===== config.mk =====
export PLATFORM = sky130hd
export DESIGN_NAME = strobe_fifo_port
export DESIGN_NICKNAME = d
export VERILOG_FILES = /design/src/rtl/spf_pkg.sv /design/src/rtl/spf_sync_edge.sv /design/src/rtl/spf_fifo.sv /design/src/rtl/spf_rx_flag_fsm.sv /design/src/rtl/strobe_fifo_port.sv
export SDC_FILE = /design/constraint.sdc
export NUM_CORES = 1
export LEC_CHECK = 0
export BUFFER_PORTS_ARGS = -buffer_cell sky130_fd_sc_hd__buf_2
export CORE_MARGIN = 2
export CORE_UTILIZATION = 45
export DETAILED_ROUTE_END_ITERATION = 10
export REMOVE_ABC_BUFFERS = 1
export SLEW_MARGIN = 20
export SYNTH_ARGS = -nofsm -noshare
export SYNTH_HDL_FRONTEND = slang
export SYNTH_SLANG_ARGS = --single-unit

===== constraint.sdc =====
create_clock -name clk -period 6.5 [get_ports clk]
set_clock_uncertainty 0.15 [all_clocks]
set_input_delay 0.325 -clock clk [delete_from_list [all_inputs] [get_ports clk]]
set_output_delay 0.325 -clock clk [all_outputs]
set_load 0.1 [all_outputs]

===== src/rtl/spf_pkg.sv =====
package spf_pkg;
    typedef enum logic [2:0] {
        RX_EMPTY = 3'd0,
        RX_AVAIL = 3'd1,
        RX_BUSY  = 3'd2,
        RX_HOLD1 = 3'd3,
        RX_HOLD2 = 3'd4
    } rx_state_e;

    localparam int STB_RD    = 0;
    localparam int STB_WR    = 1;
    localparam int STB_FLUSH = 2;
    localparam int STB_COUNT = 3;
endpackage


===== src/rtl/spf_sync_edge.sv =====
module spf_sync_edge #(
    parameter int STAGES = 2
) (
    input  logic clk,
    input  logic rst_n,
    input  logic async_i,
    output logic level_o,
    output logic rise_o,
    output logic fall_o
);
    localparam int LAST = STAGES;

    logic [LAST:0] chain_q;

    always_ff @(posedge clk or negedge rst_n) begin
        if (!rst_n) begin
            chain_q <= '1;
        end else begin
            chain_q <= {chain_q[LAST-1:0], async_i};
        end
    end

    assign level_o = chain_q[LAST-1];
    assign rise_o  = chain_q[LAST-1] & ~chain_q[LAST];
    assign fall_o  = ~chain_q[LAST-1] & chain_q[LAST];
endmodule


===== src/rtl/spf_fifo.sv =====
module spf_fifo #(
    parameter int DEPTH = 16,
    parameter int WIDTH = 8
) (
    input  logic             clk,
    input  logic             rst_n,
    input  logic             push_i,
    input  logic [WIDTH-1:0] push_data_i,
    input  logic             pop_i,
    output logic [WIDTH-1:0] head_o,
    output logic             full_o,
    output logic             empty_o
);
    localparam int AW = (DEPTH > 1) ? $clog2(DEPTH) : 1;
    localparam int CW = $clog2(DEPTH + 1);
    localparam logic [CW-1:0] FULL_CNT = CW'(DEPTH);
    localparam logic [AW-1:0] LAST_IDX = AW'(DEPTH - 1);

    logic [WIDTH-1:0] mem_q [DEPTH];
    logic [AW-1:0]    wr_ptr_q, rd_ptr_q;
    logic [CW-1:0]    count_q;
    logic             do_push, do_pop;

    assign full_o  = (count_q == FULL_CNT);
    assign empty_o = (count_q == '0);
    assign do_push = push_i & ~full_o;
    assign do_pop  = pop_i & ~empty_o;
    assign head_o  = mem_q[rd_ptr_q];

    always_ff @(posedge clk) begin
        if (do_push) begin
            mem_q[wr_ptr_q] <= push_data_i;
        end
    end

    always_ff @(posedge clk or negedge rst_n) begin
        if (!rst_n) begin
            wr_ptr_q <= '0;
            rd_ptr_q <= '0;
            count_q  <= '0;
        end else begin
            if (do_push) begin
                wr_ptr_q <= (wr_ptr_q == LAST_IDX) ? '0 : wr_ptr_q + 1'b1;
            end
            if (do_pop) begin
                rd_ptr_q <= (rd_ptr_q == LAST_IDX) ? '0 : rd_ptr_q + 1'b1;
            end
            case ({do_push, do_pop})
                2'b10:   count_q <= count_q + 1'b1;
                2'b01:   count_q <= count_q - 1'b1;
                default: count_q <= count_q;
            endcase
        end
    end
endmodule


===== src/rtl/spf_rx_flag_fsm.sv =====
module spf_rx_flag_fsm
    import spf_pkg::*;
(
    input  logic clk,
    input  logic rst_n,
    input  logic rd_fall_i,
    input  logic rd_rise_i,
    input  logic nonempty_i,
    output logic avail_n_o
);
    rx_state_e state_q, state_d;

    always_ff @(posedge clk or negedge rst_n) begin
        if (!rst_n) begin
            state_q <= RX_EMPTY;
        end else begin
            state_q <= state_d;
        end
    end

    always_comb begin
        state_d = state_q;
        unique case (state_q)
            RX_EMPTY: begin
                if (rd_rise_i)       state_d = RX_HOLD1;
                else if (nonempty_i) state_d = RX_AVAIL;
            end
            RX_AVAIL: begin
                if (rd_rise_i)      state_d = RX_HOLD1;
                else if (rd_fall_i) state_d = RX_BUSY;
            end
            RX_BUSY: begin
                if (rd_rise_i) state_d = RX_HOLD1;
            end
            RX_HOLD1: state_d = RX_HOLD2;
            RX_HOLD2: state_d = nonempty_i ? RX_AVAIL : RX_EMPTY;
            default:  state_d = RX_EMPTY;
        endcase
    end

    always_comb begin
        unique case (state_q)
            RX_AVAIL, RX_BUSY: avail_n_o = 1'b0;
            default:           avail_n_o = 1'b1;
        endcase
    end
endmodule


===== src/rtl/strobe_fifo_port.sv =====
module strobe_fifo_port
    import spf_pkg::*;
#(
    parameter int DEPTH       = 16,
    parameter int WIDTH       = 8,
    parameter int SYNC_STAGES = 2
) (
    input  logic             clk,
    input  logic             rst_n,
    input  logic             host_rd_n_i,
    input  logic             host_wr_n_i,
    input  logic             host_flush_n_i,
    input  logic [WIDTH-1:0] hbus_i,
    output logic [WIDTH-1:0] hbus_o,
    output logic             hbus_oe_o,
    output logic             avail_n_o,
    output logic             avail_oe_o,
    output logic             room_n_o,
    output logic             room_oe_o,
    input  logic             rx_push_valid_i,
    input  logic [WIDTH-1:0] rx_push_data_i,
    output logic             rx_push_ready_o,
    output logic             tx_pop_valid_o,
    output logic [WIDTH-1:0] tx_pop_data_o,
    input  logic             tx_pop_ready_i,
    output logic             flush_req_o,
    output logic             tx_ovf_o
);
    logic [STB_COUNT-1:0] stb_raw, stb_lvl, stb_rise, stb_fall;
    logic [WIDTH-1:0]     bus_pipe_q [SYNC_STAGES];
    logic                 rx_full, rx_empty, tx_full, tx_empty;
    logic                 rx_pop, tx_push;
    logic                 oe_q, flush_q, ovf_q;

    assign stb_raw[STB_RD]    = host_rd_n_i;
    assign stb_raw[STB_WR]    = host_wr_n_i;
    assign stb_raw[STB_FLUSH] = host_flush_n_i;

    for (genvar g = 0; g < STB_COUNT; g++) begin : g_sync
        spf_sync_edge #(.STAGES(SYNC_STAGES)) u_sync (
            .clk     (clk),
            .rst_n   (rst_n),
            .async_i (stb_raw[g]),
            .level_o (stb_lvl[g]),
            .rise_o  (stb_rise[g]),
            .fall_o  (stb_fall[g])
        );
    end

    // Bus byte travels beside the write strobe so it lines up with the edge.
    always_ff @(posedge clk) begin
        bus_pipe_q[0] <= hbus_i;
        for (int i = 1; i < SYNC_STAGES; i++) begin
            bus_pipe_q[i] <= bus_pipe_q[i-1];
        end
    end

    assign rx_pop  = stb_rise[STB_RD] & ~rx_empty;
    assign tx_push = stb_fall[STB_WR];

    spf_fifo #(.DEPTH(DEPTH), .WIDTH(WIDTH)) u_rx_fifo (
        .clk         (clk),
        .rst_n       (rst_n),
        .push_i      (rx_push_valid_i),
        .push_data_i (rx_push_data_i),
        .pop_i       (rx_pop),
        .head_o      (hbus_o),
        .full_o      (rx_full),
        .empty_o     (rx_empty)
    );

    spf_fifo #(.DEPTH(DEPTH), .WIDTH(WIDTH)) u_tx_fifo (
        .clk         (clk),
        .rst_n       (rst_n),
        .push_i      (tx_push),
        .push_data_i (bus_pipe_q[SYNC_STAGES-1]),
        .pop_i       (tx_pop_ready_i),
        .head_o      (tx_pop_data_o),
        .full_o      (tx_full),
        .empty_o     (tx_empty)
    );

    spf_rx_flag_fsm u_rx_fsm (
        .clk        (clk),
        .rst_n      (rst_n),
        .rd_fall_i  (stb_fall[STB_RD]),
        .rd_rise_i  (stb_rise[STB_RD]),
        .nonempty_i (~rx_empty),
        .avail_n_o  (avail_n_o)
    );

    always_ff @(posedge clk or negedge rst_n) begin
        if (!rst_n) begin
            oe_q    <= 1'b0;
            flush_q <= 1'b0;
            ovf_q   <= 1'b0;
        end else begin
            oe_q    <= 1'b1;
            flush_q <= stb_fall[STB_FLUSH];
            if (tx_push && tx_full) begin
                ovf_q <= 1'b1;
            end
        end
    end

    assign hbus_oe_o       = rst_n & ~host_rd_n_i;
    assign avail_oe_o      = oe_q;
    assign room_oe_o       = oe_q;
    assign room_n_o        = tx_full;
    assign rx_push_ready_o = ~rx_full;
    assign tx_pop_valid_o  = ~tx_empty;
    assign flush_req_o     = flush_q;
    assign tx_ovf_o        = ovf_q;

    // The synchronised read level is only used through its edges.
    logic unused_lvl;
    assign unused_lvl = ^stb_lvl;
endmodule


* After elaboration in Yosys (flattened, before gate mapping) *
Memories as Yosys holds them, arrays and structs flattened.
Cells that the tools add are included.

cells by class
  reductions and logical operators = 8
  bitwise gates (word level) = 19
  $add $sub $neg = 8
  muxes and demuxes = 18
  equal/unequal tests = 17

operators by type and width
  kind                                                  number
  one-hot mux 5 bit (2 select lines)                    2
  adder 4 x 1 -> 4 bit (second input constant)          4
  equality test 4 bit (second input constant)           4
  two-way mux 4 bit                                     4
  two-way mux 3 bit                                     5
  one-hot mux 3 bit (5 select lines)                    1
  adder 5 x 1 -> 5 bit (second input constant)          2
  AND 1 bit                                             10
  equality test 5 bit (second input constant)           2
  logical NOT 5 bit                                     2
  subtractor 5 x 1 -> 5 bit (second input constant)     2
  inverter 1 bit                                        9
  equality test 3 x 2 -> 1 bit (second input constant)  2
  two-way mux 1 bit                                     6
  inequality test 3 bit (second input constant)         2
  equality test 2 x 1 -> 1 bit (second input constant)  2
  equality test 2 bit (second input constant)           2
  nonzero test 2 bit                                    2
  equality test 3 x 1 -> 1 bit (second input constant)  1
  equality test 3 bit (second input constant)           1
  logical NOT 3 bit                                     1
  AND reduction 3 bit                                   1
  inequality test 2 bit (second input constant)         1
  OR reduction 2 bit                                    1
  logical AND 1 bit                                     1

storage, ports and cells
  flip-flop bits (word level) = 41
  output and inout port bits = 25
  word-level logic and storage cells = 86
  memories kept = 3
  memory bits (writable) = 272
  input port bits = 23

memory list
  name             words  width  read ports  clocked after Yosys merged registers in  write ports  RTL line                text
  u_rx_fifo.mem_q  16     8      1           0                                        1            spf_fifo.sv:19          logic [WIDTH-1:0] mem_q [DEPTH];
  u_tx_fifo.mem_q  16     8      1           0                                        1            spf_fifo.sv:19
  bus_pipe_q       2      8      2           0                                        2            strobe_fifo_port.sv:30  logic [WIDTH-1:0] bus_pipe_q [SYNC_STAGES];

* Longest topological paths before layout *
  depth after elaboration = 6
  depth in mapped cells = 14
  gate-level depth less buffers = 12

* By module *
A second synthesis with hierarchy kept.

unflattened totals
  cells, all modules = 678
  area, all modules = 12393.1 µm²

modules (own cells, without submodules)
  module            times used  cells an instance  sequential area each (µm²)  area each (µm²)
  spf_fifo          2           311                4169.0                      5765.5
  strobe_fifo_port  1           27                 395.4                       437.9
  spf_sync_edge     3           5                  78.8                        93.8
  spf_rx_flag_fsm   1           14                 75.1                        142.6

* Least setup slack after synthesis *
Ideal clock, no wire load.

  kind = register -> register
  start = reg u_rx_fifo.count_q[2]
  end = reg u_rx_fifo.count_q[3]
  data arrival time = 3.279 ns
  path buffers = 2
  setup slack = 2.945 ns
  data required time = 6.225 ns
  period minus slack after synthesis = 3.555 ns
  library setup time = 0.125 ns
  stages on the path, launching flop included = 13
  path through = dfrtp_1 buf_2 nor3_1 nand3b_1 and2_1 buf_4 inv_1 ha_1 inv_1 a31o_2 a222oi_1 nor2_1 xor2_1

between the ends
  elaborated cells between the ends (all ways) = 13
  classes of those cells = add/sub: 2; eq/ne: 3; mux: 1; bitwise: 5; reduce/logical: 2

RTL lines
  element                                                                          RTL line                text
  start: declaration                                                               spf_fifo.sv:21          logic [CW-1:0] count_q;
  start signal: assignment                                                         spf_fifo.sv:49          2'b10: count_q <= count_q + 1'b1;
  start signal: assignment                                                         spf_fifo.sv:50          2'b01: count_q <= count_q - 1'b1;
  start signal: assignment                                                         spf_fifo.sv:51          default: count_q <= count_q;
  equality test 5 bit *                                                            spf_fifo.sv:24          assign full_o = (count_q == FULL_CNT);
  inverter 1 bit *                                                                 --
  named net rx_push_ready_o                                                        strobe_fifo_port.sv:22  output logic rx_push_ready_o,
  AND 1 bit *                                                                      spf_fifo.sv:26          assign do_push = push_i & ~full_o;
  equality test 2 x 1 -> 1 bit / equality test 2 bit (equally long branches)       spf_fifo.sv:48          case ({do_push, do_pop})
  one-hot mux 5 bit (2 select lines) / nonzero test 2 bit (equally long branches)  --

Mark *: on every way through the listed nets, which the timed path passes. The rest lies on a longest branch.
A chain may end at the register's enable or synchronous reset.

* Final worst setup path *
  start = reg u_tx_fifo.rd_ptr_q[1]
  end = out tx_pop_data_o[7]

between the ends
  word-level cells in the longest chain between the ends = 1

ends and longest elaborated chain
  element                   RTL line                text
  start: declaration        spf_fifo.sv:20          logic [AW-1:0] wr_ptr_q, rd_ptr_q;
  start signal: assignment  spf_fifo.sv:46          rd_ptr_q <= (rd_ptr_q == LAST_IDX) ? '0 : rd_ptr_q + 1'b1;
  memory read (16 x 8 bit)  --
  end: declaration          strobe_fifo_port.sv:24  output logic [WIDTH-1:0] tx_pop_data_o,

No other way between the ends.

==> metrics.csv <==
stage;metric;value;unit
floorplanning;die_area;28900;µm²
global_route;grt_use_total;17.2;%
worst_setup_path;endpoint_kind;primary output;
power;p_leak;4.95;nW
logic_synthesis;syn_area;12400;µm²
final_layout;num_antenna_cells;0;
cts;clkSinkCount;313;
floorplanning;initial_core_util;45.9;%
place;hpwl;15500;µm
worst_setup_path;cp_max_fo;23;
power;power.clock.fraction;26.4;%
final_layout;fillCellCount;2178;
logic_synthesis;synth_ff_type;edfxtp_1;
logic_synthesis;postSynthAreaPerCell;17.8;µm²
logic_synthesis;yosysSeqAreaShare;72.9;%
routing;wl_per_cell;21.4;µm
final_layout;nets;802;
floorplanning;io_pins;48;
logic_synthesis;synthArstFlopShare;13.1;%
cts;cts_buffers;34;
cts;cts_root_buf;clkbuf_16;
power;p_sw_share;39.0;%
routing;detail-route-antenna-nets;0;
cts;clk_pin_slew;0.06;ns
cts;cts_tree;done;
routing;drtPass1Iterations;5;
worst_setup_path;path_cells;nor2b_1 > a221oi_1 > o21ai_0 > nand2_1 > buf_2;
timing;relSlewSlack;31.4;%
final_layout;multi_input_area;3140;µm²
logic_synthesis;synth_cell_types;51;
status;status;completed;
power;comb_power_share;35.2;%
worst_setup_path;critPathArrivalTime;3.23;ns
final_layout;layout-drive-gt1-share;22.1;%
worst_setup_path;reg2reg_depth;10;
routing;drt-total-wl;24100;µm
power;p_int;4.23;mW
floorplanning;core-area;27000;µm²
worst_setup_path;crit_type;flop to primary output;
global_route;grt_pass1_wl;37600;µm
timing;tightestPinTransition;1.03;ns
logic_synthesis;ys_ff_latch;313;
power;power.density;491;nW/µm²
timing;setup_tns;0;ns
cts;cts_setup_buffers;0;
worst_setup_path;reg2reg_from;g_sync[1].u_sync.chain_q[2];
cts;htree_levels;2;
worst_setup_path;cp-startpoint;u_tx_fifo.rd_ptr_q[1];
global_route;grt_max_degree;49;
worst_hold_path;min_path_type;input pin to flop;
timing;finalCritPeriodShare;57.0;%
worst_setup_path;cp_slowest_cell;dfrtp_1;
place;buffer_ports.inserted;47;
place;gp_congestion;0.843;
worst_setup_path;worstReg2RegEnd;u_tx_fifo.count_q[4];
worst_setup_path;crit_required;6.02;ns
flow_run;maxCapViolCount;0;
final_layout;regArea;9050;µm²
power;switching_power;2.70;mW
routing;vias;6209;
floorplanning;die_w;170;µm
timing;max_freq;0.270;GHz
final_layout;utilization;52.2;%
timing;report.final.slew_viol_count;0;
worst_setup_path;r2r_slack;3.25;ns
global_route;grt_pass1_vias;6534;
power;power.share.sequential;38.4;%
worst_setup_path;cp-start-kind;flop;
floorplanning;rows;60;
logic_synthesis;synth-edff-count;256;
routing;drt_iter0_markers;489;
routing;drc;0;
timing;rsz0062_at_grt;false;
timing;hold_viol;0;
cts;clock_latency;0.51;ns
worst_setup_path;cp-endpoint;tx_pop_data_o[7];
worst_setup_path;max_stage_delay;1.02;ns
final_layout;area_growth_syn_to_layout;13.7;%
timing;fin_crit;3.71;ns
logic_synthesis;yosysWarnings;0;
global_route;overflow;0;
floorplanning;die_h;170;µm
timing;finalSetupViolations;0;
power;peakVddDrop;0.000370;V
logic_synthesis;synthCells;696;
routing;via_per_inst;5.52;
cts;cts_buffer_depth;3;
global_route;antenna_found_initial;0;
## worst min path at each step
stage	start	to	slack, ns	cells past startpoint
finish	rx_push_data_i[1]	u_rx_fifo.mem_q[10][1]	0.04	1
global route	rx_push_data_i[2]	u_rx_fifo.mem_q[4][2]	0.05	1
CTS	rx_push_data_i[2]	u_rx_fifo.mem_q[8][2]	0.02	1
detailed placement	bus_pipe_q[0][3]	bus_pipe_q[0][11]	0.17	0
global placement	bus_pipe_q[0][3]	bus_pipe_q[0][11]	0.17	0
floorplan	rst_n	avail_oe_o	-0.12	0
## state kept, by name, indices dropped and copies added (netlist names)
register	count
avail_oe_o	1
bus_pipe_q	16
flush_req_o	1
g_sync.u_sync.chain_q	9
tx_ovf_o	1
u_rx_fifo.count_q	5
u_rx_fifo.mem_q	128
u_rx_fifo.rd_ptr_q	4
u_rx_fifo.wr_ptr_q	4
u_rx_fsm.state_q	3
u_tx_fifo.count_q	5
u_tx_fifo.mem_q	128
u_tx_fifo.rd_ptr_q	4
u_tx_fifo.wr_ptr_q	4
## Yosys cell counts, types with 2 or more instances
cell,n,share of area (%)
a211oi_1,8,0.48
a21o_1,3,0.18
a21oi_1,26,1.0
a221oi_1,8,0.56
a22oi_1,9,0.54
a31oi_1,3,0.15
and2_1,14,0.71
and3_1,6,0.30
buf_1,4,0.12
buf_2,9,0.36
buf_4,10,0.60
buf_6,2,0.18
clkbuf_1,9,0.27
dfrtp_1,32,6.5
dfstp_2,9,1.9
dfxtp_1,16,2.6
edfxtp_1,256,62
ha_1,18,1.8
inv_1,16,0.48
mux2_2,11,1.0
mux2_4,2,0.24
mux2i_1,32,2.6
mux4_1,6,1.3
mux4_2,42,7.6
nand2_1,30,0.91
nand2b_1,3,0.15
nand3_1,7,0.28
nand4_1,2,0.10
nor2_1,21,0.64
nor2b_1,14,0.71
nor3_1,6,0.24
o21ai_0,29,1.2
xnor2_1,9,0.64
xor2_1,7,0.49
## per-stage QoR
step	std cells	worst slack, ns	instance area (µm²)	hold WS (ns)	total power [mW]
2_1_floorplan	662	2.75	12200	-0.121	4.59
3_3_place_gp	1053	3.40	12900	0.168	5.09
3_5_place_dp	1053	3.27	12900	0.168	5.16
4_1_cts	1125	2.79	14100	0.0220	7.01
5_1_grt	1125	2.60	14100	0.0463	7.24
6_report	1125	2.79	14100	0.0449	6.93
## worst max-delay path: cells and delay by family (launching register included)
family,cells,cell delay (ns)
simple gates,2,0.58
buf+inv,1,0.42
flops,1,1.02
compound gates,2,0.69
## repair_timing
action / in CTS / in global routing
hold buffers: 12 / 0
resized for setup: 0 / 0
endpoints found under the hold margin: 43 / 0
## area by class of cell
cell class,instances,area share (%)
Inverter,16,0.426
Clock buffer,46,6.56
Tap cell,341,3.02
Sequential cell,313,64.1
Clock inverter,14,0.958
Timing Repair Buffer,62,2.68
Multi-Input combinational cell,333,22.2
## power groups by stage
stage / clock [mW] / sequential (mW) / combinational [mW]
after CTS: 1.88 / 2.67 / 2.46
after floorplan: 0 / 2.75 / 1.84
after detailed placement: 0 / 2.71 / 2.45
after global placement: 0 / 2.68 / 2.41
final: 1.83 / 2.67 / 2.44
after global routing: 1.95 / 2.70 / 2.60
## layout by cell type (no fill, tap or decap), types with 16 or more instances in the layout
master and count:
dfrtp_1 30, mux4_2 42, buf_2 47, clkbuf_16 34, inv_1 16, dfxtp_1 16
a21oi_1 26, mux2i_1 32, nor2_1 21, ha_1 18, edfxtp_1 256, o21ai_0 29
nand2_1 30
## per-layer routing
| layer | routed length, µm | global-route usage [%] | vias to the layer above | share of wire (%) |
|---|---|---|---|---|
| li1 | - | - | 2855 | - |
| met1 | 10100 | 21.9 | 3141 | 42 |
| met2 | 12100 | 29.8 | 165 | 50 |
| met3 | 1250 | 3.07 | 48 | 5.2 |
| met4 | 641 | 6.13 | 0 | 2.7 |
| met5 | 0 | 0 | - | 0 |
## kinds of logic (layout without fill, tap and decap cells)
| family | Yosys count | in the layout | synth area share [%] |
|---|---|---|---|
| xor+xnor | 16 | 16 | 1.13 |
| flops | 313 | 313 | 72.9 |
| fa+ha+maj | 19 | 19 | 1.98 |
| compound gates | 95 | 95 | 4.79 |
| buf+inv | 50 | 138 | 2.03 |
| other cells | 1 | 1 | 0.0302 |
| mux | 93 | 93 | 12.7 |
| simple gates | 109 | 109 | 4.47 |
Power figures use the tool's default switching activity.
